### src/rtl/rail_mode_pkg.sv
package rail_mode_pkg;

    typedef enum logic [2:0] {
        PS_OFF    = 3'd0,
        PS_INIT   = 3'd1,
        PS_ACTIVE = 3'd2,
        PS_STBY   = 3'd3,
        PS_SLEEP  = 3'd4
    } pwr_state_e;

    typedef enum logic [1:0] {
        GATE_LOCKED   = 2'd0,
        GATE_ARMING   = 2'd1,
        GATE_RELEASED = 2'd2
    } pfm_gate_e;

    // Unused codes collapse to OFF so that rails stay safely disabled.
    function automatic pwr_state_e decode_state(input logic [2:0] code);
        pwr_state_e s;
        case (code)
            3'd1:    s = PS_INIT;
            3'd2:    s = PS_ACTIVE;
            3'd3:    s = PS_STBY;
            3'd4:    s = PS_SLEEP;
            default: s = PS_OFF;
        endcase
        return s;
    endfunction

endpackage

### src/rtl/pfm_gate.sv
module pfm_gate
    import rail_mode_pkg::*;
(
    input  logic       clk,
    input  logic       rst_n,
    input  pwr_state_e ps,
    input  logic       seq_busy,
    input  logic       slot_done,
    output logic       pfm_ok_nxt
);

    pfm_gate_e  gate_q, gate_d;
    pwr_state_e prev_q;
    logic       runs_rails;
    logic       enters_active;

    assign runs_rails    = (ps == PS_ACTIVE) || (ps == PS_STBY);
    assign enters_active = (ps == PS_ACTIVE) && (prev_q != PS_ACTIVE);

    // state register
    always_ff @(posedge clk or negedge rst_n) begin
        if (!rst_n) begin
            gate_q <= GATE_LOCKED;
            prev_q <= PS_OFF;
        end else begin
            gate_q <= gate_d;
            prev_q <= ps;
        end
    end

    // next state
    always_comb begin
        gate_d = gate_q;
        if (!runs_rails) begin
            gate_d = GATE_LOCKED;
        end else begin
            unique case (gate_q)
                GATE_LOCKED:
                    if (ps == PS_ACTIVE) gate_d = GATE_ARMING;
                GATE_ARMING:
                    if ((ps == PS_ACTIVE) && slot_done && !seq_busy)
                        gate_d = GATE_RELEASED;
                GATE_RELEASED:
                    if (enters_active || seq_busy) gate_d = GATE_ARMING;
                default:
                    gate_d = GATE_LOCKED;
            endcase
        end
    end

    // outputs: permission follows the next state so rail outputs see one register
    always_comb begin
        pfm_ok_nxt = (gate_d == GATE_RELEASED);
    end


    always @(posedge clk) begin
        lock_outside_chk: assert property (disable iff (!rst_n)
            !((ps == PS_ACTIVE) || (ps == PS_STBY)) |=> (gate_q == GATE_LOCKED));
    end


    always @(posedge clk) begin
        release_cause_chk: assert property (disable iff (!rst_n)
            $rose(gate_q == GATE_RELEASED) |->
                ($past(ps) == PS_ACTIVE) && $past(slot_done) && !$past(seq_busy));
    end

endmodule

### src/rtl/mode_request.sv
module mode_request (
    input  logic mode_pin,
    input  logic mode_pin_valid,
    input  logic i2c_pwm_req,
    output logic pwm_req
);

    logic pin_req;

    always_comb begin
        pin_req = mode_pin_valid & mode_pin;
        pwm_req = pin_req | i2c_pwm_req;
    end

endmodule

### src/rtl/rail_channel.sv
module rail_channel
    import rail_mode_pkg::*;
#(
    parameter int BW_W = 1
) (
    input  logic            clk,
    input  logic            rst_n,
    input  pwr_state_e      ps,
    input  logic            act_en,
    input  logic            stby_en,
    input  logic            pfm_ok_nxt,
    input  logic            pwm_req,
    input  logic            xfer_busy,
    input  logic [BW_W-1:0] bw_in,
    output logic            en_q,
    output logic            fpwm_q,
    output logic [BW_W-1:0] bw_q
);

    logic en_d;
    logic fpwm_d;

    always_comb begin
        unique case (ps)
            PS_ACTIVE: en_d = act_en;
            PS_STBY:   en_d = stby_en;
            default:   en_d = 1'b0;
        endcase
        fpwm_d = !pfm_ok_nxt || xfer_busy || pwm_req;
    end

    always_ff @(posedge clk or negedge rst_n) begin
        if (!rst_n) begin
            en_q   <= 1'b0;
            fpwm_q <= 1'b1;
            bw_q   <= '0;
        end else begin
            en_q   <= en_d;
            fpwm_q <= fpwm_d;
            if (!en_q) bw_q <= bw_in;
        end
    end


    always @(posedge clk) begin
        idle_off_chk: assert property (disable iff (!rst_n)
            ((ps == PS_INIT) || (ps == PS_SLEEP)) |=> !en_q);
    end


    always @(posedge clk) begin
        busy_pwm_chk: assert property (disable iff (!rst_n)
            xfer_busy |=> fpwm_q);
    end


    always @(posedge clk) begin
        bw_hold_chk: assert property (disable iff (!rst_n)
            $past(en_q) |-> $stable(bw_q));
    end

endmodule

### src/rtl/rail_ctrl.sv
module rail_ctrl
    import rail_mode_pkg::*;
#(
    parameter int NUM_RAILS = 3,
    parameter int BW_W      = 1
) (
    input  logic                      clk,
    input  logic                      rst_n,
    input  logic [2:0]                pwr_state,
    input  logic                      seq_busy,
    input  logic                      last_slot_done,
    input  logic [NUM_RAILS-1:0]      act_en,
    input  logic [NUM_RAILS-1:0]      stby_en,
    input  logic                      mode_pin,
    input  logic                      mode_pin_valid,
    input  logic                      i2c_pwm_req,
    input  logic [NUM_RAILS-1:0]      xfer_busy,
    input  logic [NUM_RAILS*BW_W-1:0] bw_sel_in,
    output logic [NUM_RAILS-1:0]      rail_en,
    output logic [NUM_RAILS-1:0]      rail_fpwm,
    output logic [NUM_RAILS*BW_W-1:0] rail_bw
);

    localparam int BW_TOTAL = NUM_RAILS * BW_W;

    pwr_state_e ps;
    logic       pfm_ok_nxt;
    logic       pwm_req;

    assign ps = decode_state(pwr_state);

    pfm_gate u_gate (
        .clk        (clk),
        .rst_n      (rst_n),
        .ps         (ps),
        .seq_busy   (seq_busy),
        .slot_done  (last_slot_done),
        .pfm_ok_nxt (pfm_ok_nxt)
    );

    mode_request u_req (
        .mode_pin       (mode_pin),
        .mode_pin_valid (mode_pin_valid),
        .i2c_pwm_req    (i2c_pwm_req),
        .pwm_req        (pwm_req)
    );

    for (genvar r = 0; r < NUM_RAILS; r++) begin : g_rail
        rail_channel #(.BW_W(BW_W)) u_ch (
            .clk        (clk),
            .rst_n      (rst_n),
            .ps         (ps),
            .act_en     (act_en[r]),
            .stby_en    (stby_en[r]),
            .pfm_ok_nxt (pfm_ok_nxt),
            .pwm_req    (pwm_req),
            .xfer_busy  (xfer_busy[r]),
            .bw_in      (bw_sel_in[r*BW_W +: BW_W]),
            .en_q       (rail_en[r]),
            .fpwm_q     (rail_fpwm[r]),
            .bw_q       (rail_bw[r*BW_W +: BW_W])
        );
    end


    always @(posedge clk) begin
        off_safe_chk: assert property (disable iff (!rst_n)
            (ps == PS_OFF) |=> ((rail_en == '0) && (&rail_fpwm)));
    end


    always @(posedge clk) begin
        active_follow_chk: assert property (disable iff (!rst_n)
            (ps == PS_ACTIVE) |=> (rail_en == $past(act_en)));
    end

    initial begin
        bw_size_chk: assert (BW_TOTAL == $bits(rail_bw));
    end

endmodule

### config.mk
export PLATFORM = sky130hd
export DESIGN_NAME = rail_ctrl
export DESIGN_NICKNAME = d
export VERILOG_FILES = /design/src/rtl/rail_mode_pkg.sv /design/src/rtl/pfm_gate.sv /design/src/rtl/mode_request.sv /design/src/rtl/rail_channel.sv /design/src/rtl/rail_ctrl.sv
export SDC_FILE = /design/constraint.sdc
export NUM_CORES = 1
export LEC_CHECK = 0
export BUFFER_PORTS_ARGS = -buffer_cell sky130_fd_sc_hd__buf_2
export CAP_MARGIN = 20
export CORE_MARGIN = 2
export CORE_UTILIZATION = 47
export CTS_BUF_LIST = sky130_fd_sc_hd__clkbuf_4
export DETAILED_ROUTE_END_ITERATION = 7
export PLACE_DENSITY = 0.83
export SETUP_SLACK_MARGIN = 0.02
export SLEW_MARGIN = 20
export SYNTH_ARGS = -nofsm -noshare
export SYNTH_HDL_FRONTEND = slang
export SYNTH_SLANG_ARGS = --single-unit
### constraint.sdc
create_clock -name clk -period 1.57 [get_ports clk]
set_input_delay 0.157 -clock clk [delete_from_list [all_inputs] [get_ports clk]]
set_output_delay 0.157 -clock clk [all_outputs]
set_load 0.01 [all_outputs]
==> results of run 1 <==
## stage by stage
stage	util	cell area (µm²)	setup WS (ns)	power, W
finish	0.609	802	0.275	0.000679
global route	0.609	802	0.238	0.000718
CTS	0.609	802	0.263	0.000687
detailed placement	0.581	766	0.285	0.000478
global placement	0.581	766	0.355	0.000473
floorplan	-	676	0.395	0.000441
## layer usage
layer / track usage / vias up
li1: - / 236
met1: 0.161 / 226
met2: 0.284 / 23
met3: 0.0304 / 4
met4: 0.0968 / 0
met5: 0 / -
## cells in the final DEF (no fill, tap or decap), drive strengths merged, types with 2 or more instances in the layout
cell    Yosys  layout
mux2        3       3
o21ai       3       3
nor3b       2       2
dfstp       3       3
nor2        3       3
nor3        3       3
dfrtp      11      11
clkbuf      0       3
mux2i       3       3
buf        10      30
inv         2       2
## worst paths after layout
| path | startpoint | to | slack [ns] | depth (start not counted) |
|---|---|---|---|---|
| worst min register to register | g_rail[1].u_ch.bw_q$_DFFE_PN0N_ | g_rail[1].u_ch.bw_q$_DFFE_PN0N_ | 0.51 | 1 |
| max in group asynchronous | rst_n | g_rail[2].u_ch.fpwm_q$_DFF_PN1_ | 1.01 | 2 |
| min in group asynchronous | rst_n | g_rail[2].u_ch.en_q$_DFF_PN0_ | 0.28 | 2 |
| worst max register to register | u_gate.prev_q[0]$_DFF_PN0_ | g_rail[1].u_ch.fpwm_q$_DFF_PN1_ | 0.28 | 3 |
| worst min-delay path | xfer_busy[0] | g_rail[0].u_ch.fpwm_q$_DFF_PN1_ | 0.09 | 3 |
| worst max-delay path | u_gate.prev_q[0]$_DFF_PN0_ | g_rail[1].u_ch.fpwm_q$_DFF_PN1_ | 0.28 | 3 |
## what timing repair did
item | in CTS | in global routing
gates resized for setup | 0 | 0
setup endpoints to repair | 0 | 0
hold buffers | 1 | 0
hold endpoints to repair | 11 | 0
## cells by family (layout without fill, tap and decap cells)
| group | after synthesis | in the layout |
|---|---|---|
| compound gates | 7 | 7 |
| buf+inv | 12 | 37 |
| simple gates | 17 | 17 |
| flops | 14 | 14 |
| mux | 6 | 6 |
## state kept, by name (all words and copies together) (netlist names)
name / count
g_rail.u_ch.en_q: 3
g_rail.u_ch.fpwm_q: 3
g_rail.u_ch.bw_q: 3
u_gate.prev_q: 3
u_gate.gate_q: 2
## final cells by class
type,instances,area (µm²)
Inverter,2,7.51
Multi-Input combinational cell,30,235
Timing Repair Buffer,31,160
Clock buffer,3,22.5
Fill cell,111,515
Sequential cell,14,354
Tap cell,15,18.8
Clock inverter,1,3.75
## tightest hold or removal path: cells and delay by family
kind | cells | cell delay (ns)
AO/OA/AOI/OAI | 1 | 0.06
buffers and inverters | 1 | 0.07
AND/OR/NAND/NOR | 1 | 0.04
## where the power goes
group          internal [W]  switching (W)
clock             0.0000923       0.000115
sequential         0.000375     0.00000591
combinational     0.0000467      0.0000438
==> metrics.txt, run 1 <==
DR top layer=met4; GRT Overall Usage=0.156; kind of critical path=reg2reg; detailed-route via count=489; status=complete, no violations; IO Count=31; drt first pass iters=4; max_cap viols=0; post-synthesis cell count=between 50 and 60; global-route wire length before repair=roughly 2100 µm; PortBufs=30; Final HPWL DP=968 µm; Initial Util=0.513; DR WL met3=approximately 63 µm; Clock Sinks=14; later-pin clock latency in the skew report=approximately 0.28 ns; NumNets Final=104; Synth area leaders=dfrtp_1 (41%), dfstp_2 (12%), buf_4 (10%); kind of cell adding the most delay to the critical path=compound AO/OA/AOI/OAI gates; Max rail drop VDD=370 µV; total wire length=1210 µm; Max Clock Freq=between 700 and 800 MHz; hold crit path type=in2reg; CTS Buf Count=3; Yosys reg bits=14; area share of fa/ha/maj cells after synthesis=0; crit-path max FO=4; Netlist cell types=25; Slew Viols, Final=0; Critical Path End Type=flip-flop; most instantiated cells after synthesis=dfrtp_1 (11), buf_4 (9); Worst Skew=0.00194 ns; core area=1320 µm²; GRT overflow=0; via/cell ratio=just over 5; top-count cell post-synth=dfrtp_1; slowest cell on the critical path=or3b_1; Final Non-Filler Cells=between 90 and 100; diode count=0; compound-gate portion of the synthesized area=0.0722; Pleak=a little under 0.4 nW; Post-DRT Antenna Nets=0; TNS Setup=0 ns; Die ar.=approximately 1800 µm²; met1 WL=~440 µm; worst path required time=1.77 ns; CTS tree=done; Die Width=between 40 and 50 µm; mux contribution to synthesized area=0.0944; crit path time final=1.29 ns; post-synthesis xor/xnor area fraction=0; Yosys Warn Count=0; CP bufs+invs=0; layout cell share with drive strength beyond 1=0.531; Clock transition at path regs=roughly 0.080 ns; syn_nets=just under 80; unrepaired setup endpoints after global routing=no; number of synthesized flops with an enable pin=0; Synth async-reset ratio=1.00; largest family of logic cells by synthesized area=simple AND/OR/NAND/NOR gates; Iteration-0 DRC Markers=17; Top FF cell, synth=dfrtp_1; synthesized area per cell=approximately 12 µm²; Post-Syn Area=676 µm²; number of H-tree levels=1; routed wire length per instance=12.6 µm; Root Driver=clkbuf_4; Pwr Density=846 nW/µm²; Slew HR=0.781; Worst setup SP type=flip-flop; largest net degree at the start of global routing=15; Die Height=roughly 42 µm; Synth area leader=dfrtp_1; simple-gate share of the synthesized area=0.181; Final setup viols=0; WP data arrival=around 1.5 ns; antenna violations before repair=0; Synth top area share=0.407; hold_ws=roughly 0.087 ns; dpl cells=91; clock buffer depth=2; vias in the first global route=between 500 and 600; critical-path cell list=or3b_1 -> a211oi_2 -> o21ai_0; worst slew pin tran=between 0.3 and 0.4 ns; final worst-path cycle share=0.825; CP max stage delay=0.41 ns; Setup Buffers After CTS=0; Met2 Routed Length=676 µm; GP Congestion=0.792; P&R area growth vs syn=18.7%; DRC viols=0; Hold Violations, Final=0; Site Rows=13; register area share after synthesis=0.524
No activity file was read; power rests on OpenSTA's default activity.
==> run 2, diff against run 1 <==
--- a/config.mk
+++ b/config.mk
@@ -7,11 +7,12 @@
 export LEC_CHECK = 0
 export BUFFER_PORTS_ARGS = -buffer_cell sky130_fd_sc_hd__buf_2
 export CAP_MARGIN = 20
+export CORE_ASPECT_RATIO = 1.2
 export CORE_MARGIN = 2
-export CORE_UTILIZATION = 47
+export CORE_UTILIZATION = 42
 export CTS_BUF_LIST = sky130_fd_sc_hd__clkbuf_4
 export DETAILED_ROUTE_END_ITERATION = 7
-export PLACE_DENSITY = 0.83
+export PLACE_DENSITY = 0.79
 export SETUP_SLACK_MARGIN = 0.02
 export SLEW_MARGIN = 20
 export SYNTH_ARGS = -nofsm -noshare
==> constraint.sdc (replaced) <==
create_clock -name clk -period 1.1 [get_ports clk]
set_input_delay 0.11 -clock clk [delete_from_list [all_inputs] [get_ports clk]]
set_output_delay 0.11 -clock clk [all_outputs]
set_load 0.01 [all_outputs]
==> run 2 against run 1 <==
Against the previous run: the flow now finishes with violations (setup timing); sequential share of layout area decreased by 1.5 points; clock power is 37% higher; die area up 11%; first-iteration DRC count down 100%; non-clock buffer count is 2 higher; global-route usage shrank 1.2 points.
==> metrics.txt, run 2 (same netlist as run 1, synthesis figures left out) <==
dpl cells=95 (was 91); Final HPWL DP=933 µm (was 968 µm); Hold Violations, Final=0 (unchanged); Final Non-Filler Cells=100 (was 96); reg2reg end=g_rail[2].u_ch.fpwm_q$_DFF_PN1_ (was g_rail[1].u_ch.fpwm_q$_DFF_PN1_); unrepaired setup endpoints after global routing=yes (was no); CTS tree=done (unchanged); layout cell share with drive strength beyond 1=0.554 (was 0.531); worst setup path endpoint=g_rail[2].u_ch.fpwm_q$_DFF_PN1_ (was g_rail[1].u_ch.fpwm_q$_DFF_PN1_); GRT Overall Usage=0.144 (was 0.156); status=finished, violations left (was complete, no violations); largest net degree at the start of global routing=15 (unchanged); CTS Buf Count=3 (unchanged); Pleak=0.401 nW (was 0.390 nW); Slew HR=0.764 (was 0.781); Clk pwr share=0.294 (was 0.305); Worst Setup SP=u_gate.prev_q[0]$_DFF_PN0_ (unchanged); final worst-path cycle share=1.12 (was 0.825); Die Height=47.9 µm (was 41.9 µm); met3 Use GR=0.0419 (was 0.0304); later-pin clock latency in the skew report=0.27 ns (was 0.28 ns); GRT overflow=0 (unchanged); Cell Area, Placed=783 µm² (was 766 µm²); Sw Ratio=0.234 (was 0.243); Worst Skew=0.00228 ns (was 0.00194 ns); drt first pass iters=1 (was 4); Most Crowded Layer GR=met2 (unchanged); commonest non-fill, non-tap cell in the layout=buf_2 (unchanged); R2R cell count=3 (unchanged); max_cap viols=0 (unchanged); P&R area growth vs syn=22.8% (was 18.7%); detailed-route via count=498 (was 489); diode count=0 (unchanged); vias in the first global route=444 (was 523); fillers=133 (was 111); routed wire length per instance=11.4 µm (was 12.6 µm); Internal=0.000739 W (was 0.000514 W); Logic pwr share=0.142 (was 0.133); Clock transition at path regs=0.08 ns (about the same); sequential fraction of design power=0.564 (was 0.561); Die Width=40.6 µm (was 41.9 µm); Root Driver=clkbuf_4 (unchanged); PortBufs=30 (unchanged); kind of critical path=reg2reg (unchanged); Final setup viols=5 (was 0); Switch Pwr=0.000226 W (was 0.000165 W); Worst setup SP type=flip-flop (unchanged); Max Clock Freq=808 MHz (was 772 MHz); Initial Util=0.462 (was 0.513); Setup Buffers After CTS=0 (unchanged); TNS Setup=-0.610 ns (was 0 ns); clock buffer depth=2 (unchanged); Iteration-0 DRC Markers=0 (was 17); crit path time final=1.24 ns (was 1.29 ns); Post-DRT Antenna Nets=0 (unchanged); crit-path max FO=4 (unchanged); worst slew pin tran=0.353 ns (was 0.328 ns); post-route cell area=830 µm² (was 802 µm²); most frequent cells in the layout=buf_2 (30), dfrtp_1 (11) (unchanged); core area=1460 µm² (was 1320 µm²); worst path required time=1.29 ns (was 1.77 ns); start of the worst register-to-register path=u_gate.prev_q[0]$_DFF_PN0_ (unchanged); DRC viols=0 (unchanged); Die ar.=1950 µm² (was 1760 µm²); NumNets Final=106 (was 104); FF-to-FF setup slack=-0.14 ns (was 0.28 ns); failing checks=setup timing; met1 usage=0.168 (was 0.161); worst setup margin=-0.137 ns (was 0.275 ns); hold crit path type=in2reg (unchanged); GP Congestion=0.741 (was 0.792); Site Rows=15 (was 13); Final Power=0.000966 W (was 0.000679 W); antenna violations before repair=0 (unchanged); global-route wire length before repair=1770 µm (was 2080 µm); WP data arrival=1.42 ns (was 1.49 ns); GR Util met2=0.232 (was 0.284); total wire length=1140 µm (was 1210 µm); Clock Sinks=14 (unchanged); Multi-input gate area=245 µm² (was 235 µm²); Critical Path End Type=flip-flop (unchanged); via/cell ratio=4.98 (was 5.09); Pwr Density=1160 nW/µm² (was 846 nW/µm²); IO Count=31 (unchanged); Max rail drop VDD=594 µV (was 370 µV); number of H-tree levels=1 (unchanged); Register Area=354 µm² (unchanged); Slew Viols, Final=0 (unchanged)
-- run 2: changes by cell type in the layout (fill, tap and decap cells not counted) --
| cell | before | now |
|---|---|---|
| a211oi_2 | 1 | 0 |
| or3b_4 | 0 | 1 |
| buf_4 | 0 | 2 |
| or3b_1 | 1 | 0 |
| o21ai_0 | 3 | 2 |
| a211oi_4 | 0 | 1 |
| o21ai_1 | 0 | 1 |
-- run 2: layout make-up --
class | instances | area share
sequential | 14 | 0.427
inverter | 2 | 0.00905
clock inverter | 1 | 0.00452
multi-input combinational | 30 | 0.296
timing repair buffer | 33 | 0.211
clock buffer | 3 | 0.0271
tap | 17 | 0.0256
-- run 2: worst min-delay path by stage --
stage                                      endpoint  cells after the start          from  slack [ns]
global placement         u_gate.gate_q[0]$_DFF_PN0_                      1         rst_n       0.008
detailed placement       u_gate.gate_q[0]$_DFF_PN0_                      1         rst_n        0.02
floorplan           g_rail[0].u_ch.bw_q$_DFFE_PN0N_                      0         rst_n       -0.19
CTS                      u_gate.prev_q[2]$_DFF_PN0_                      2  pwr_state[1]        0.03
global route             u_gate.prev_q[2]$_DFF_PN0_                      2  pwr_state[1]        0.04
finish                   u_gate.prev_q[2]$_DFF_PN0_                      2  pwr_state[1]        0.03
-- run 2: per-stage QoR --
step / util / setup slack, ns / hold slack, ns
after floorplan: - / -0.0401 / -0.186
after global placement: 0.535 / -0.0849 / 0.00772
after detailed placement: 0.535 / -0.141 / 0.0167
after CTS: 0.567 / -0.129 / 0.0255
after global routing: 0.567 / -0.193 / 0.0420
final: 0.567 / -0.137 / 0.0290
-- run 2: power by group through the flow --
stage / sequential, W / clock, W / combinational [W]
3_3_place_gp: 0.000552 / 0 / 0.000128
3_5_place_dp: 0.000555 / 0 / 0.000131
4_1_cts: 0.000545 / 0.000289 / 0.000138
2_1_floorplan: 0.000552 / 0 / 0.0000777
6_report: 0.000545 / 0.000284 / 0.000137
5_1_grt: 0.000548 / 0.000312 / 0.000152
-- run 2: routing by layer --
layer	routed length, µm	share of wire
met1	447	0.39
met2	616	0.54
met3	64	0.056
met4	14	0.012
met5	0	0
-- run 2: critical path: stages, from the launching register on --
cell,delay (ns)
dfrtp_1,0.38
or3b_4,0.41
a211oi_4,0.25
o21ai_0,0.11
-- run 2: timing repair --
item | 4_1_cts | 5_1_grt
hold buffers | 1 | 0
pin swaps | 1 | 0
gates resized for setup | 3 | 0
hold endpoints to repair | 14 | 0
endpoints found under the setup margin | 5 | 5
